### config.mk
export PLATFORM = sky130hd
export DESIGN_NAME = divchain_top
export DESIGN_NICKNAME = d
export VERILOG_FILES = /design/src/rtl/divchain_pkg.sv /design/src/rtl/divchain_release.sv /design/src/rtl/divchain_count.sv /design/src/rtl/divchain_tapsel.sv /design/src/rtl/divchain_match.sv /design/src/rtl/divchain_top.sv
export SDC_FILE = /design/constraint.sdc
export NUM_CORES = 1
export LEC_CHECK = 0
export BUFFER_PORTS_ARGS = -buffer_cell sky130_fd_sc_hd__buf_2
export CORE_MARGIN = 1.5
export CORE_UTILIZATION = 50
export CTS_CLUSTER_SIZE = 28
export DETAILED_ROUTE_END_ITERATION = 12
export PLACE_DENSITY = 0.78
export SETUP_SLACK_MARGIN = 0.1
export SLEW_MARGIN = 5
export SYNTH_ARGS = -nofsm -noshare
export SYNTH_HDL_FRONTEND = slang
export SYNTH_SLANG_ARGS = --single-unit
### constraint.sdc
create_clock -name clk -period 1.8 [get_ports clk]
set_input_delay 0.36 -clock clk [delete_from_list [all_inputs] [get_ports clk]]
set_output_delay 0.36 -clock clk [all_outputs]
set_load 0.02 [all_outputs]
### src/rtl/divchain_pkg.sv
// Shared helpers for the tapped divider chain.
// Assumes: the chain has at least 12 stages, so that stage 11 exists and is hidden.
package divchain_pkg;

    // Stage number (1-based) that is kept inside and never brought out past stage 3
    localparam int HIDDEN_STAGE = 11;
    // Lowest stage that reaches a port
    localparam int FIRST_TAP    = 4;

    // Count bit that feeds tap i: stages from FIRST_TAP upward, skipping HIDDEN_STAGE
    function automatic int tap_bit(input int i);
        int s;
        s = i + FIRST_TAP;
        if (s >= HIDDEN_STAGE) s = s + 1;
        return s - 1;
    endfunction

endpackage

### src/rtl/divchain_release.sv
// Release of the asynchronous clear in step with the falling clock edge.
// Sets run on the first falling edge after clr drops. The counter only advances
// once run is high, so the first advance lands on the second falling edge.
// Assumes: clr may rise at any time; its fall is taken in by one flop.
module divchain_release (
    input  logic clk,
    input  logic clr,
    output logic run
);

    // Arming flop: cleared at once by clr, set by the next falling edge
    always_ff @(negedge clk or posedge clr) begin
        if (clr) run <= 1'b0;
        else     run <= 1'b1;
    end

endmodule

### src/rtl/divchain_count.sv
// Count register of the divider chain, clocked on the falling edge.
// All bits change together, so the taps carry no ripple skew.
// Assumes: run comes from divchain_release, in the same falling-edge domain.
module divchain_count #(
    parameter int STAGES = 14
) (
    input  logic              clk,
    input  logic              clr,
    input  logic              run,
    output logic [STAGES-1:0] cnt,
    output logic              tc
);

    localparam logic [STAGES-1:0] ONE = STAGES'(1);

    // Advance by one per falling edge once armed; wraps naturally at all ones
    always_ff @(negedge clk or posedge clr) begin
        if (clr)      cnt <= '0;
        else if (run) cnt <= cnt + ONE;
    end

    // Terminal flag: every stage high
    always_comb tc = &cnt;

endmodule

### src/rtl/divchain_tapsel.sv
// Selects which stages of the count leave the block as divided clocks.
// Tap i takes stage i+4, skipping the hidden stage 11 (see divchain_pkg).
// Assumes: NTAPS equals STAGES-4.
module divchain_tapsel #(
    parameter int STAGES = 14,
    parameter int NTAPS  = STAGES - 4
) (
    input  logic [STAGES-1:0] cnt,
    output logic [NTAPS-1:0]  taps
);

    // One wire per tap, each picked from its count bit
    for (genvar i = 0; i < NTAPS; i++) begin : g_tap
        localparam int B = divchain_pkg::tap_bit(i);
        assign taps[i] = cnt[B];
    end

endmodule

### src/rtl/divchain_match.sv
// Registered decode of the full count against a compare word.
// Sampled on the rising edge, half a period after the count settles on the
// falling edge, so the strobe carries no decode spikes.
// Assumes: cmp is steady around each rising edge.
module divchain_match #(
    parameter int STAGES = 14
) (
    input  logic              clk,
    input  logic              clr,
    input  logic [STAGES-1:0] cnt,
    input  logic [STAGES-1:0] cmp,
    output logic              strobe
);

    // Equality decode taken on the rising edge; cleared at once by clr
    always_ff @(posedge clk or posedge clr) begin
        if (clr) strobe <= 1'b0;
        else     strobe <= (cnt == cmp);
    end

endmodule

### src/rtl/divchain_top.sv
// Tapped binary divider chain: arming flop, count register, tap selection,
// and registered decode strobe. osc_en follows clr so an oscillator model
// outside the block can stop while cleared.
// Assumes: clk is the oscillator clock; clr is asynchronous and active high.
module divchain_top #(
    parameter int  STAGES = 14,
    localparam int NTAPS  = STAGES - 4
) (
    input  logic              clk,
    input  logic              clr,
    input  logic [STAGES-1:0] cmp,
    output logic [NTAPS-1:0]  taps,
    output logic              osc_en,
    output logic              strobe,
    output logic              tc
);

    logic              run_q;
    logic [STAGES-1:0] cnt_q;

    divchain_release u_rel (
        .clk (clk),
        .clr (clr),
        .run (run_q)
    );

    divchain_count #(.STAGES(STAGES)) u_cnt (
        .clk (clk),
        .clr (clr),
        .run (run_q),
        .cnt (cnt_q),
        .tc  (tc)
    );

    divchain_tapsel #(.STAGES(STAGES), .NTAPS(NTAPS)) u_tap (
        .cnt  (cnt_q),
        .taps (taps)
    );

    divchain_match #(.STAGES(STAGES)) u_match (
        .clk    (clk),
        .clr    (clr),
        .cnt    (cnt_q),
        .cmp    (cmp),
        .strobe (strobe)
    );

    // Oscillator stopped for as long as the clear is held
    always_comb osc_en = ~clr;

endmodule

# After elaboration in Yosys (flattened, before gate mapping)
# Cells that the tools add are included.
[totals]
regBits = 16
inputBits = 16
out_inout_bits = 13
elab_cells = 7
[classes]
add_sub_neg = 1
eq_ne = 1
n_bitwise = 1
reduce_logical = 1
[ops]
columns = ["op", "count"]
rows = [
  ["adder 14 x 1 -> 14 bit, second input constant", 1],
  ["== test 14 bit", 1],
  ["AND reduction 14 bit", 1],
  ["inverter 1 bit", 1],
]

# Longest topological paths before layout
[logic_depth]
ltp_word = 1
mapped_depth = 5
mapped_depth_nobuf = 4

# Modules after synthesis
# From an unflattened synthesis, not the netlist that was laid out.
[unflattened]
cells_unflattened = 90
hier_area_um2 = 942.2
[modules_own_cells]
columns = ["module", "n_inst", "cells_per_inst", "area_each_um2", "seq_area_each_um2"]
rows = [
  ["divchain_count", 1, 55, 644.4, 350.3],
  ["divchain_match", 1, 21, 186.4, 25.0],
  ["divchain_tapsel", 1, 10, 75.1, 0.0],
  ["divchain_release", 1, 3, 32.5, 25.0],
  ["divchain_top", 1, 1, 3.8, 0.0],
]

==> impl_summary.md <==
Cells and area
The final instance area is 1470 um2. The most common library cell in the layout ignoring fill and taps is buf_6. Counting the fill cells in the layout gives 100. The fraction of final layout cells sized beyond drive strength 1 is 0.525. The number of diodes is 0. The area growth from synthesis to layout is 50.0%. The final net count is 159. Leaving out fill and tap cells, the most frequent cells in the layout are buf_6, buf_4, xnor2_1, buf_2, dfrtn_1. The count of placed standard cells in the final layout, fillers left out is 166.

Logic synthesis
The area share of the largest cell type after synthesis is 0.384. The synthesized netlist occupies a cell area of 978 um2. The count of different cell masters after synthesis is 23.

The number of nets handed over by synthesis was 108. The leading area contributor after synthesis is dfrtn_1. The number of standard cells after synthesis is 91. Yosys printed 0 warnings. The synthesis-stage register bit count is 16. Of the synthesized area, sequential elements account for 0.409. The average cell area after synthesis is 10.8 um2. Ranked by total cell area, the synthesized netlist is headed by dfrtn_1, xnor2_1, buf_4.

Drt
The first-iteration detailed-routing DRC count is 18. Dividing the detail-routed via count by the number of cells gives 5.11. The total iterations of the first detailed-routing run is 6. Across all layers, the routed design uses 849 vias. The final wirelength is 2.87 mm.

Dividing the detail-routed wire length by the instance count gives 17.3 um. The number of nets with antenna violations after routing is 0. The DRC violation count after routing is 0.

Placed design
After detailed placement, the design holds a cell count of 147. The instance area at placement is 1190 um2. The HPWL after detailed placement is 1.57 mm. The number of input and output port buffers inserted is 28. At the end of routability-driven placement, the weighted congestion stood at 0.870.

Timing
Setup repair after global routing could not meet its margin everywhere. The final hold slack is 0.0684 ns. The total negative setup slack is -5.80 ns. The number of hold violations in the final report came to 0. In the post-route analysis, the smallest setup slack over all paths is -0.925 ns.

The number of pins exceeding their max-slew limit in the final report is 0. The maximum clock skew at final layout is 0.00123 ns. The final number of setup-violating endpoints is 12.

CTS
The level count of the clock H-tree is 1. The longest clock path from root to sink contains 2 buffers. Counting every sink on the clock net gives 16.

The clock latency at the later pin of the worst-skew pair is 0.29 ns. The clock slew at the register clock pins of the worst setup and hold paths is 0.11 ns. The root buffer cell is clkbuf_4. The number of buffers inserted for hold repair after clock tree synthesis is 0. The total CTS buffers is 3. The CTS tree is yes.

Pwr
Power spread over the standard cell area amounts to 1090 nW/um2. The design internal power is 1.01 mW. The switching power summed over all nets is 583 uW. Total power for the finished layout comes to 1.60 mW.

Of the total power, registers draw 0.314. The combinational cell fraction of total power is 0.530. The standby leakage power is 0.714 nW. The share of total power dissipated in the clock network is 0.157. IR analysis of the VDD net gives a maximum drop of 0.922 mV.

The switching part of the total is 0.365.

Worst setup path
The capturing element type of the critical path is a primary output. On the critical path, the stage with the largest delay is an instance of dfrtn_1. Of all nets on the critical path, the largest fanout is 2. By startpoint and endpoint, the worst setup path is classified as flop to primary output. Traced cell by cell, the critical path runs through nand4_1 -> nor4_4 -> buf_4. The category of the worst setup path launch point is a flop. The delay of the slowest cell on the worst path is 0.47 ns.

The dominant delay contributor by cell family on the critical path is simple AND/OR/NAND/NOR gates. STA puts the critical path data arrival time at 2.36 ns. The data required time at the worst endpoint is 1.44 ns. Together, buffers and inverters on the worst path number 1.

GRT
The number of antenna violations at the first check in global routing is 0. The largest net degree at the start of global routing is 18. The number of global-route vias before repair is 787. The remaining global-route overflow is 0. The first global-routing pass estimated 3.57 mm of wire. For this run, the total global-route usage over all layers was measured as 0.240.

Run
The count of maximum capacitance violations is 0.

Die
The initialized floorplan defines 15 standard-cell rows. The effective utilization at floorplan is 0.549. The die covers 2230 um2. The x dimension of the die is 47.2 um. The I/O pin count is 29. In this run the standard cell core region covers 1780 um2.

The height of the chip is 47.2 um.

Outcome
The checks that failed: negative setup slack. The flow ran to the end, but the final reports show violations.

Min path
The min-delay analysis places its worst path in the category input pin to async pin.
==> worst register-to-register path, cell delays in order (launching register included) <==
cell,delay (ns)
dfrtn_1,0.48
buf_6,0.14
buf_6,0.10
xnor2_2,0.10
nand4_1,0.15
nor4_1,0.29
==> state kept, by name (all words and copies together) (netlist names) <==
name,flops
u_cnt.cnt,14
u_rel.run,1
u_match.strobe,1
==> timing repair <==
item,in CTS,in global routing
resized for setup,27,11
endpoints found under the setup margin,12,12
setup buffers,6,13
pin swaps,1,5
==> Yosys cell counts <==
cell type  number
mux2_2          1
and2_1          1
nor4_2          3
inv_1           2
nor3_1          1
buf_4          12
nand2_2         1
dfrtn_1        15
nand3_1         5
nor4_1          2
conb_1          1
nor2_1          1
buf_6           1
nand4_4         1
and3_1          1
dfrtp_1         1
nand4_1         7
nand2_1         4
xor2_1          7
ha_1            1
buf_2           1
and4_1          2
xnor2_1        20
==> logic make-up (layout without fill, tap and decap cells) <==
| kind of cell | Yosys count | count (layout) | synth area share |
|---|---|---|---|
| DFF | 16 | 16 | 0.409 |
| adders and majority gates | 1 | 1 | 0.0128 |
| and+or+nand+nor | 29 | 29 | 0.205 |
| muxes | 1 | 1 | 0.0115 |
| buffers and inverters | 16 | 66 | 0.116 |
| other | 1 | 1 | 0.00383 |
| xor gates and xnor gates | 27 | 27 | 0.242 |
==> stage by stage <==
step                 util  worst slack (ns)
floorplan               -            -0.572
global placement    0.665            -0.499
detailed placement  0.665            -0.514
CTS                 0.754            -0.823
global route        0.823            -0.994
finish              0.823            -0.925
==> path summary, 6_finish.rpt <==
check | start | to | slack, ns | cells after the start
min in group clk | cmp[2] | u_match.strobe | 0.36 | 4
max in group asynchronous | clr | u_cnt.cnt[7] | 0.72 | 3
setup reg to reg | u_cnt.cnt[6] | u_match.strobe | -0.44 | 5
hold reg to reg | u_rel.run | u_cnt.cnt[0] | 0.54 | 1
setup / recovery | u_cnt.cnt[10] | tc | -0.92 | 3
hold / removal | clr | u_match.strobe | 0.07 | 3
==> metal layers <==
metal,wire (um),vias up,global-route usage
li1,-,395,-
met1,1180,405,0.304
met2,1480,40,0.411
met3,125,9,0.0500
met4,87,0,0.0667
met5,0,-,0
==> area by class of cell <==
class	count	area (um2)	share of cell area
multi-input cells	59	502	0.342
repair buffers	60	490	0.334
flip-flops and latches	16	400	0.273
clock buffers	4	36.3	0.0247
well taps	25	31.3	0.0213
inverters	2	7.51	0.00512
==> power groups by stage <==
stage	combinational, mW	sequential [mW]	clock [mW]
after floorplan	0.429	0.553	0
after global placement	0.614	0.489	0
after detailed placement	0.623	0.494	0
after CTS	0.747	0.491	0.245
after global routing	0.911	0.509	0.266
final	0.845	0.501	0.250
Power figures use the tool's default switching activity.
